$ cat config.mk
export PLATFORM = sky130hd
export DESIGN_NAME = carry_flag_unit
export DESIGN_NICKNAME = d
export VERILOG_FILES = /design/src/rtl/cfu_pkg.sv /design/src/rtl/cfu_adder.sv /design/src/rtl/cfu_shifter.sv /design/src/rtl/cfu_compare.sv /design/src/rtl/cfu_xreg.sv /design/src/rtl/carry_flag_unit.sv
export SDC_FILE = /design/constraint.sdc
export NUM_CORES = 1
export LEC_CHECK = 0
export ABC_AREA = 1
export BUFFER_PORTS_ARGS = -buffer_cell sky130_fd_sc_hd__buf_2
export CORE_UTILIZATION = 40
export CTS_CLUSTER_SIZE = 10
export DETAILED_ROUTE_END_ITERATION = 10
export HOLD_SLACK_MARGIN = 0.15
export MAX_ROUTING_LAYER = met4
export PLACE_DENSITY = 0.71
export SYNTH_ARGS = -nofsm -noshare
export SYNTH_HDL_FRONTEND = slang
export SYNTH_SLANG_ARGS = --single-unit
export TNS_END_PERCENT = 50
$ cat constraint.sdc
create_clock -name clk -period 3 [get_ports clk]
set_input_delay 0 -clock clk [delete_from_list [all_inputs] [get_ports clk]]
set_output_delay 0 -clock clk [all_outputs]
set_load 0.01 [all_outputs]
$ cat src/rtl/cfu_pkg.sv
package cfu_pkg;
  localparam int XR_W     = 32;
  localparam int CA_POS   = 29;
  localparam int STAT_HI  = 31;
  localparam int STAT_LO  = 28;
  localparam int BC_W     = 7;
  localparam logic [XR_W-1:0] XR_WMASK = 32'hE000_007F;

  typedef enum logic [3:0] {
    OP_ADDC  = 4'd0,
    OP_ADDE  = 4'd1,
    OP_SUBFC = 4'd2,
    OP_SUBFE = 4'd3,
    OP_SRAI  = 4'd4,
    OP_SRAR  = 4'd5,
    OP_CMPS  = 4'd6,
    OP_CMPU  = 4'd7,
    OP_WRXR  = 4'd8,
    OP_MVST  = 4'd9,
    OP_ADD   = 4'd10
  } cfu_op_e;

  function automatic logic op_is_arith(input logic [3:0] o);
    return o inside {OP_ADDC, OP_ADDE, OP_SUBFC, OP_SUBFE};
  endfunction

  function automatic logic op_is_shift(input logic [3:0] o);
    return o inside {OP_SRAI, OP_SRAR};
  endfunction
endpackage

$ cat src/rtl/cfu_adder.sv
module cfu_adder #(
  parameter int W = 32
) (
  input  logic [W-1:0] a,
  input  logic [W-1:0] b,
  input  logic         inv_a,
  input  logic         cin,
  output logic [W-1:0] sum,
  output logic         cout
);
  logic [W:0] total;
  logic [W-1:0] a_eff;

  always_comb begin
    a_eff = inv_a ? ~a : a;
    total = {1'b0, a_eff} + {1'b0, b} + {{W{1'b0}}, cin};
    sum   = total[W-1:0];
    cout  = total[W];
  end
endmodule

$ cat src/rtl/cfu_shifter.sv
module cfu_shifter #(
  parameter int W    = 32,
  parameter int SH_W = 6
) (
  input  logic [W-1:0]    a,
  input  logic [SH_W-1:0] amt,
  output logic [W-1:0]    res,
  output logic            ca
);
  localparam int LW = $clog2(W);

  logic            wide;
  logic [LW-1:0]   amt_s;
  logic [W-1:0]    lost_mask;

  always_comb begin
    wide      = (int'(amt) >= W);
    amt_s     = amt[LW-1:0];
    lost_mask = ~({W{1'b1}} << amt_s);
    if (wide) begin
      res = {W{a[W-1]}};
      ca  = a[W-1];
    end else begin
      res = W'($signed(a) >>> amt_s);
      ca  = a[W-1] & (|(a & lost_mask));
    end
  end
endmodule

$ cat src/rtl/cfu_compare.sv
module cfu_compare #(
  parameter int W = 32
) (
  input  logic [W-1:0] a,
  input  logic [W-1:0] b,
  input  logic         signed_cmp,
  output logic         lt,
  output logic         gt,
  output logic         eq
);
  always_comb begin
    eq = (a == b);
    if (signed_cmp) begin
      lt = ($signed(a) < $signed(b));
      gt = ($signed(a) > $signed(b));
    end else begin
      lt = (a < b);
      gt = (a > b);
    end
  end
endmodule

$ cat src/rtl/cfu_xreg.sv
module cfu_xreg
  import cfu_pkg::*;
(
  input  logic            clk,
  input  logic            rst_n,
  input  logic            upd,
  input  logic [3:0]      op,
  input  logic [XR_W-1:0] wr_data,
  input  logic            ca_new,
  output logic [XR_W-1:0] xr_q
);
  logic [XR_W-1:0] xr_d;

  always_comb begin
    xr_d = xr_q;
    if (op_is_arith(op) || op_is_shift(op)) begin
      xr_d[CA_POS] = ca_new;
    end else if (op == OP_WRXR) begin
      xr_d = wr_data & XR_WMASK;
    end else if (op == OP_MVST) begin
      xr_d[STAT_HI:STAT_LO] = '0;
    end
  end

  always_ff @(posedge clk or negedge rst_n) begin
    if (!rst_n)   xr_q <= '0;
    else if (upd) xr_q <= xr_d;
  end

  assert_reserved_zero_R6: assert property (@(posedge clk) disable iff (!rst_n)
    xr_q[STAT_LO-1:BC_W] == '0);

  assert_bytecount_kept_R7: assert property (@(posedge clk) disable iff (!rst_n)
    !(upd && op == OP_WRXR) |=> $stable(xr_q[BC_W-1:0]));

  assert_cmp_keeps_carry_R4: assert property (@(posedge clk) disable iff (!rst_n)
    (upd && (op == OP_CMPS || op == OP_CMPU)) |=> $stable(xr_q[CA_POS]));

  assert_other_keeps_carry_R5: assert property (@(posedge clk) disable iff (!rst_n)
    (upd && (op == OP_ADD || op > OP_ADD)) |=> $stable(xr_q[CA_POS]));

  assert_status_cleared_R8: assert property (@(posedge clk) disable iff (!rst_n)
    (upd && op == OP_MVST) |=> xr_q[STAT_HI:STAT_LO] == '0);
endmodule

$ cat src/rtl/carry_flag_unit.sv
module carry_flag_unit
  import cfu_pkg::*;
#(
  parameter int SH_W = 6
) (
  input  logic              clk,
  input  logic              rst_n,
  input  logic              in_valid,
  output logic              in_ready,
  input  logic [3:0]        op,
  input  logic [XR_W-1:0]   opa,
  input  logic [XR_W-1:0]   opb,
  input  logic [SH_W-1:0]   sh_amt,
  output logic              out_valid,
  input  logic              out_ready,
  output logic [XR_W-1:0]   result,
  output logic [3:0]        cond_nib,
  output logic [XR_W-1:0]   xr
);
  localparam int W = XR_W;

  logic            fire;
  logic            ca_cur;
  logic            add_inv, add_cin;
  logic [W-1:0]    add_sum;
  logic            add_cout;
  logic [SH_W-1:0] sh_sel;
  logic [W-1:0]    sh_res;
  logic            sh_ca;
  logic            c_lt, c_gt, c_eq;
  logic            ca_new;
  logic [W-1:0]    res_d;
  logic [3:0]      nib_d;
  logic [W-1:0]    res_q;
  logic [3:0]      nib_q;
  logic            vld_q;

  assign in_ready = !vld_q || out_ready;
  assign fire     = in_valid && in_ready;
  assign ca_cur   = xr[CA_POS];

  always_comb begin
    add_inv = (op == OP_SUBFC) || (op == OP_SUBFE);
    unique case (op)
      OP_SUBFC:         add_cin = 1'b1;
      OP_ADDE, OP_SUBFE: add_cin = ca_cur;
      default:          add_cin = 1'b0;
    endcase
    sh_sel = (op == OP_SRAR) ? opb[SH_W-1:0] : sh_amt;
  end

  cfu_adder #(.W(W)) u_add (
    .a(opa), .b(opb), .inv_a(add_inv), .cin(add_cin),
    .sum(add_sum), .cout(add_cout)
  );

  cfu_shifter #(.W(W), .SH_W(SH_W)) u_sh (
    .a(opa), .amt(sh_sel), .res(sh_res), .ca(sh_ca)
  );

  cfu_compare #(.W(W)) u_cmp (
    .a(opa), .b(opb), .signed_cmp(op == OP_CMPS),
    .lt(c_lt), .gt(c_gt), .eq(c_eq)
  );

  always_comb begin
    res_d  = '0;
    nib_d  = '0;
    ca_new = ca_cur;
    if (op_is_arith(op)) begin
      res_d  = add_sum;
      ca_new = add_cout;
    end else if (op_is_shift(op)) begin
      res_d  = sh_res;
      ca_new = sh_ca;
    end else if (op == OP_CMPS || op == OP_CMPU) begin
      nib_d  = {c_lt, c_gt, c_eq, xr[STAT_HI]};
    end else if (op == OP_MVST) begin
      nib_d  = xr[STAT_HI:STAT_LO];
    end else if (op == OP_ADD) begin
      res_d  = add_sum;
    end
  end

  cfu_xreg u_xr (
    .clk(clk), .rst_n(rst_n), .upd(fire), .op(op),
    .wr_data(opa), .ca_new(ca_new), .xr_q(xr)
  );

  always_ff @(posedge clk or negedge rst_n) begin
    if (!rst_n) begin
      res_q <= '0;
      nib_q <= '0;
      vld_q <= 1'b0;
    end else if (fire) begin
      res_q <= res_d;
      nib_q <= nib_d;
      vld_q <= 1'b1;
    end else if (out_ready) begin
      vld_q <= 1'b0;
    end
  end

  assign result    = res_q;
  assign cond_nib  = nib_q;
  assign out_valid = vld_q;

  assert_stall_hold_R10: assert property (@(posedge clk) disable iff (!rst_n)
    (out_valid && !out_ready) |=> (out_valid && $stable(result) && $stable(cond_nib)
                                   && $stable(xr)));

  assert_positive_shift_no_carry_R3: assert property (@(posedge clk) disable iff (!rst_n)
    (fire && op_is_shift(op) && !opa[W-1]) |=> !xr[CA_POS]);

  assert_move_nibble_R8: assert property (@(posedge clk) disable iff (!rst_n)
    (fire && op == OP_MVST) |=> cond_nib == $past(xr[STAT_HI:STAT_LO]));

  assert_addc_carry_R1: assert property (@(posedge clk) disable iff (!rst_n)
    (fire && op == OP_ADDC && opa[W-1] && opb[W-1]) |=> xr[CA_POS]);
endmodule

=== Word-level counts from Yosys, hierarchy flattened ===
Cells that the tools add are included.

* Register bits: 48
* Output and inout port bits: 70
* Word-level logic and storage cells: 72
* Input port bits: 78

* Equal/unequal tests: 12
* Bitwise gates (word level): 5
* Reduce and logical (&&, ||, !) cells: 17
* Shifts and indexed selects: 2
* $lt $le $gt $ge: 5
* $add $sub $neg: 2
* Muxes and demuxes: 23

{| class="wikitable"
|+ Operator list
! kind !! number
|-
| $mux 32 || 7
|-
| $gt 32x32->1 || 2
|-
| $lt 32x32->1 || 2
|-
| $not 32->32 || 2
|-
| $add 32x32->33 || 1
|-
| $add 33x1->33 || 1
|-
| $and 32x32->32 || 1
|-
| $eq 32x32->1 || 1
|-
| $reduce_or 32->1 || 1
|-
| $shl 32x5->32 const A || 1
|-
| $sshr 32x5->32 || 1
|-
| $mux 4 || 6
|-
| $eq 4x3->1 const B || 4
|-
| $eq 4x4->1 const B || 3
|-
| $reduce_and 3->1 || 3
|-
| $eq 4x2->1 const B || 2
|-
| $mux 1 || 8
|-
| $ge 6x6->1 const B || 1
|-
| $mux 6 || 1
|-
| $reduce_bool 2->1 || 3
|-
| $eq 4x1->1 const B || 1
|-
| $logic_not 4->1 || 1
|-
| $logic_or 1x1->1 || 4
|-
| $reduce_bool 4->1 || 1
|-
| 8 further kinds || 8
|}

=== Logic depth before layout (Yosys ltp) ===
* Word-level depth: 11
* Mapped depth: 20
* Depth with buffers taken out: 19

=== Modules after synthesis ===
A second synthesis with hierarchy kept.

* Cells, all modules: 1637
* Area total of the unflattened synthesis: 8986.1 µm²

{| class="wikitable"
|+ Modules (own cells, without submodules)
! module !! times used !! area an instance (µm²) !! seq. area each (µm²) !! cells an instance
|-
| cfu_adder || 1 || 2782.7 || 0.0 || 553
|-
| cfu_shifter || 1 || 2329.7 || 0.0 || 513
|-
| carry_flag_unit || 1 || 2311.0 || 925.9 || 351
|-
| cfu_compare || 1 || 892.1 || 0.0 || 143
|-
| cfu_xreg || 1 || 670.6 || 250.2 || 77
|}

=== Least setup slack after synthesis ===
No wires, ideal clock.

* Kind: input-to-reg
* Start point: input port op[2]
* End point: register res_q[20] (netlist: result[20])
* Path buffers: 1
* Data arrival time: 2.641 ns
* Data required time: 2.878 ns
* Library setup time: 0.122 ns
* Stages on the path: 17
* Setup slack: 0.237 ns
* Cells stage by stage: nor2_1 -> nand2_1 -> buf_1 -> xor2_1 -> fa_1 -> inv_1 -> fa_1 -> nand3_1 -> nand2_1 -> nand3_1 -> nand2_1 -> nand2_1 -> nand2_1 -> a21boi_0 -> or2_2 -> nand3_1 -> a21oi_1

* Cells in the longest elaborated chain, start to end: 10
* Elaborated cells between the ends (all ways): 28
* Those cells by class: add/sub: 2; order compare: 1; eq/ne: 9; shift: 1; mux: 9; reduce/logical: 6

{| class="wikitable"
|+ Ends and longest elaborated chain
! what !! RTL line !! text
|-
| start, declared || carry_flag_unit.sv:10 || <nowiki>input logic [3:0] op,</nowiki>
|-
| $eq 4x2->1 || cfu_pkg.sv:24, carry_flag_unit.sv:43, carry_flag_unit.sv:44 ||
|-
| $logic_or 1x1->1 || carry_flag_unit.sv:43 || <nowiki>add_inv = (op == OP_SUBFC) || (op == OP_SUBFE);</nowiki>
|-
| $mux 32 || cfu_adder.sv:15 || <nowiki>a_eff = inv_a ? ~a : a;</nowiki>
|-
| $add 32x32->33 || cfu_adder.sv:16 || <nowiki>total = {1'b0, a_eff} + {1'b0, b} + {{W{1'b0}}, cin};</nowiki>
|-
| $add 33x1->33 || cfu_adder.sv:16 ||
|-
| $mux 32 || carry_flag_unit.sv:80 || <nowiki>end else if (op == OP_ADD) begin</nowiki>
|-
| $mux 32 || carry_flag_unit.sv:78 || <nowiki>end else if (op == OP_MVST) begin</nowiki>
|-
| $mux 32 || carry_flag_unit.sv:76 || <nowiki>end else if (op == OP_CMPS || op == OP_CMPU) begin</nowiki>
|-
| $mux 32 || carry_flag_unit.sv:73 || <nowiki>end else if (op_is_shift(op)) begin</nowiki>
|-
| $mux 32 (*) || carry_flag_unit.sv:70 || <nowiki>if (op_is_arith(op)) begin</nowiki>
|-
| end signal, assigned || carry_flag_unit.sv:96 || <nowiki>res_q <= res_d;</nowiki>
|-
| end, declared || carry_flag_unit.sv:34 || <nowiki>logic [W-1:0] res_q;</nowiki>
|}

Mark *: on every way between the ends. The rest lies on a longest branch, timed or not.
A chain may end at the register's enable or synchronous reset.

=== Worst setup path in the final report ===
* Start point: register u_xr.xr_q[29]
* End point: register res_q[24] (netlist: result[24])

* Cells in the longest elaborated chain, start to end: 7

{| class="wikitable"
|+ Ends and longest elaborated chain
! what !! RTL line !! text
|-
| start, declared || cfu_xreg.sv:10 || <nowiki>output logic [XR_W-1:0] xr_q</nowiki>
|-
| start signal, assigned || cfu_xreg.sv:27 || <nowiki>else if (upd) xr_q <= xr_d;</nowiki>
|-
| $pmux 1 s2 (*) || carry_flag_unit.sv:44 || <nowiki>unique case (op)</nowiki>
|-
| $add 33x1->33 (*) || cfu_adder.sv:16 ||
|-
| $mux 32 || carry_flag_unit.sv:80 ||
|-
| $mux 32 || carry_flag_unit.sv:78 ||
|-
| $mux 32 || carry_flag_unit.sv:76 ||
|-
| $mux 32 || carry_flag_unit.sv:73 ||
|-
| $mux 32 (*) || carry_flag_unit.sv:70 ||
|}

Marked as above.

==> results by stage <==
Run status:
- The run finished with clean final reports.

Clock tree:
- Counting along the longest clock path gives a buffer depth of 2.
- Clock latency on the worst-skew pair, taken at its later pin, is 310 ps.
- In this run the number of H-tree levels came out at 2.
- The TritonCTS clock tree is yes.
- The count of clock tree sinks is 47.
- The buffer type at the clock tree root is clkbuf_16.
- Counting the buffers created by CTS gives 5.
- After clock tree synthesis, the clock-pin slew on the worst setup and hold paths is ~70 ps.

Detailed routing:
- Dividing the detail-routed wire length by the instance count gives 18.8 um.
- The count of nets left with antenna violations once routing finished came out at 0.
- The final routed DRC violation total is 0.
- The final wirelength is around 33000 um.
- After detailed routing, the number of vias per cell comes to around 5.5.
- The first routing iteration left 911 violations.
- The detailed-router iteration count before antenna repair is 8.
- The detailed-route via count is approximately 9700.

Placed design:
- The estimated wirelength of the detail-placed design is between 20000 and 30000 um.
- The count of input and output buffers is 125.
- Routability-driven placement finished with a final weighted congestion of about 1.
- The post-placement cell count is roughly 1700.

Critical path:
- The startpoint of the lowest-slack register-to-register path is u_xr.xr_q[29].
- The required time reported for the critical path endpoint is approximately 3200 ps.
- Data on the critical path arrives at its endpoint at between 2000 and 3000 ps.
- Measured in cells, the most critical reg-to-reg path has a length of 16.
- The kind of critical path is reg2reg.
- The worst setup path endpoint is result[24].
- The worst register-to-register path ends at result[24].
- The start point of the critical path is u_xr.xr_q[29].
- STA classifies the critical path endpoint as a flip-flop.
- The worst setup path is launched from a flip-flop.
- In this run the worst path has a maximum fanout of 5.
- Setup slack on the worst reg-to-reg path comes out at approximately 260 ps.

Yosys:
- The number of cells produced by synthesis is roughly 1400.
- The count of distinct cell types in the synthesized netlist is between 40 and 50.
- The most instantiated library cell after synthesis is nand2_1.
- The cell taking the most area after synthesis is nand2_1.
- Sorting the synthesized cells by area gives the leading types as nand2_1 19%, dfrtp_1 15%, ha_1 9.9%.
- After synthesis the cells add up to roughly 8000 sq um.
- For this run, asynchronously set or reset flops after synthesis account for 100%.
- In this run, synthesis inferred 0 flip-flops with an integrated enable.
- Dividing the synthesized area by the synthesized cell count gives ~5.8 sq um.
- Summed over its instances, the top area cell type makes up between 10% and 20% of the synthesized netlist area.
- During synthesis, Yosys emitted a total of 0 warnings.
- Counting flops and latches in the post-synthesis netlist gives 47.
- In the synthesized netlist the dominant register cell turns out to be dfrtp_1.
- After synthesis, the most frequently instantiated cells are 408 x nand2_1, 156 x nand3_1, 152 x inv_1.
- The register area share after synthesis is between 10% and 20%.

Pwr:
- Across the VDD grid, the largest voltage drop is roughly 210 uV.
- In this run, flip-flops and latches consume 24.5% of the power.
- The internal cell power is 1.76 mW.
- The reported leakage power is between 4 and 5 nW.
- The share of total power dissipated in combinational logic is a little under three fifths.
- In this run switching power makes up between 40% and 50% of total power.
- The completed layout was analyzed and its total power is around 3.3 mW.
- For this design the ratio of total power to cell area is about 360 nW/um^2.
- The clock network fraction of design power is 20.3%.
- For this design the total switching power over the nets is roughly 1.5 mW.

Flow run:
- Across the run, the number of max-cap violations was 0.

STA:
- The tightest slew margin relative to the limit is roughly 36%.
- Setup violations remaining at the end of the flow were counted as 0.
- Setup repair after global routing left no endpoint under its margin.
- For the final routed database, the setup TNS stands at 0 ps.
- The final max-slew violation count came to 0.
- The post-layout minimum cycle time is 2740 ps.
- The slew at the pin with the worst max-slew slack is 961 ps.
- The hold slack is 159 ps.
- Of the available clock period, the critical path in the final layout requires between 90 and 100%.
- The maximum frequency from static timing analysis is roughly 360 MHz.
- The final hold violation count is 0.
- Clock skew on the completed layout was measured at around 4.8 ps.

Die:
- The top-level I/O count is 148.
- For this configuration, the core starts out at a cell density of between 40% and 50%.
- Measured along the x axis, the die boundary spans 143 um.
- The core area is 19500 sq um.
- The floorplan row count is slightly above 50.
- The die covers 20600 sq um.
- The die is around 140 um tall.

Global route:
- The number of global-route vias before repair is 8828.
- The sum of overflow across all layers after global routing is 0.
- In the global route stage, overall resource usage came out at about a third.
- The first global-routing pass estimated approximately 50000 um of wire.
- The initial antenna violation count is 0.
- Entering global routing, the biggest net connects 57 pins.

Final layout:
- The share of cells above drive strength 1 is a little over an eighth.
- The diode insertion count for antenna repair is 0.
- At the end of the flow the core is filled with cells to a little under half.
- The final cell count without fillers is approximately 1800.
- The area growth from synthesis to layout is 13.1%.
- The net count of the finished layout is ~1600.

Hold path:
- The path class of the lowest-slack min-delay path is in2reg.
- The worst hold path begins at in_valid.
[logic make-up after synthesis]
group	Yosys count	synth area share (%)
AO/OA/AOI/OAI	261	17.8
XOR/XNOR	42	4.60
adder cells (fa/ha/maj)	65	10.4
buffers and inverters	227	13.6
flip-flops	47	14.7
other	1	0.0469
AND/OR/NAND/NOR	725	38.9
[power groups by stage]
| stage | registers (mW) | clock network [mW] | logic (mW) |
|---|---|---|---|
| 2_1_floorplan | 0.867 | 0 | 1.13 |
| 3_3_place_gp | 0.817 | 0 | 1.77 |
| 3_5_place_dp | 0.820 | 0 | 1.78 |
| 4_1_cts | 0.810 | 0.690 | 1.79 |
| 5_1_grt | 0.823 | 0.707 | 2.02 |
| 6_report | 0.809 | 0.670 | 1.82 |
[critical path, cell delays in order (launching register included)]
cell and delay (ps):
dfrtp_1 440, o211ai_1 270, fa_2 280, inv_1 70, fa_2 380, nand3_1 80, nand2_1 110, nand3_1 100
nand2_1 120, nand2_1 90, nand2_1 120, nand2_1 120, nand3b_1 90, nand3_1 90, nand3_1 90, o21ai_0 110
inv_1 60
[routing by layer]
layer  track usage (%)  wire length, um  up-vias
met5                 -                0        -
met4              15.6             1560        0
met3              3.90             2500       76
met2              52.1            14700      471
met1              43.6            14300     4456
li1                  -                -     4690
[cell type report]
type	instances	area, sq um
Clock buffer	5	125
Clock inverter	3	46.3
Fill cell	2220	10500
Inverter	157	589
Multi-Input combinational cell	1115	5820
Sequential cell	47	1180
Tap cell	265	332
Timing Repair Buffer	164	958
[cells in the final DEF (no fill, tap or decap), types with 2 or more instances in the layout]
master         count
o21ai_1           15
nand2_2           10
fa_2               2
nand2_4            3
o211ai_2           3
or2_2              4
o211ai_1          13
ha_1              63
conb_1            22
o21ai_0           92
nor2_1           107
nor3_1             7
o21a_1             6
buf_12             2
buf_4             31
a21oi_1          111
inv_2              4
xnor2_1            9
nand4_1           13
buf_2            125
a21o_1             5
inv_1            152
nand3b_1           6
clkbuf_16          5
xor2_1            33
nand2_1          407
dlygate4sd3_1      6
a21boi_0           5
a31oi_1            5
nor4_1             3
nand3_1          156
nand3_2            3
dfrtp_1           47
[flip-flops by register name (all words and copies together), names as in the netlist]
name / flops
out_valid: 1
u_xr.xr_q: 10
cond_nib: 4
result: 32
[repair_timing]
action                     in CTS  in global routing
gates resized for setup         0                  4
hold buffers                    6                  0
hold endpoints to repair       44                  0
setup endpoints to repair       0                  4
setup buffers                   0                  0
[worst min path at each step]
stage                     to  slack [ps]  cells after the start
5_1_grt         u_xr.xr_q[5]         180                      3
3_5_place_dp    u_xr.xr_q[2]         210                      1
2_1_floorplan    cond_nib[0]        -300                      0
6_report           out_valid         160                      4
3_3_place_gp   u_xr.xr_q[30]         200                      1
4_1_cts            out_valid         150                      4
[per-stage QoR]
step           setup WS, ps  area (sq um)
2_1_floorplan           237          8080
3_3_place_gp          -48.8          8810
3_5_place_dp          -25.7          8810
4_1_cts                 215          9040
5_1_grt                40.4          9050
6_report                260          9050
(Power assumes the default switching activity.)
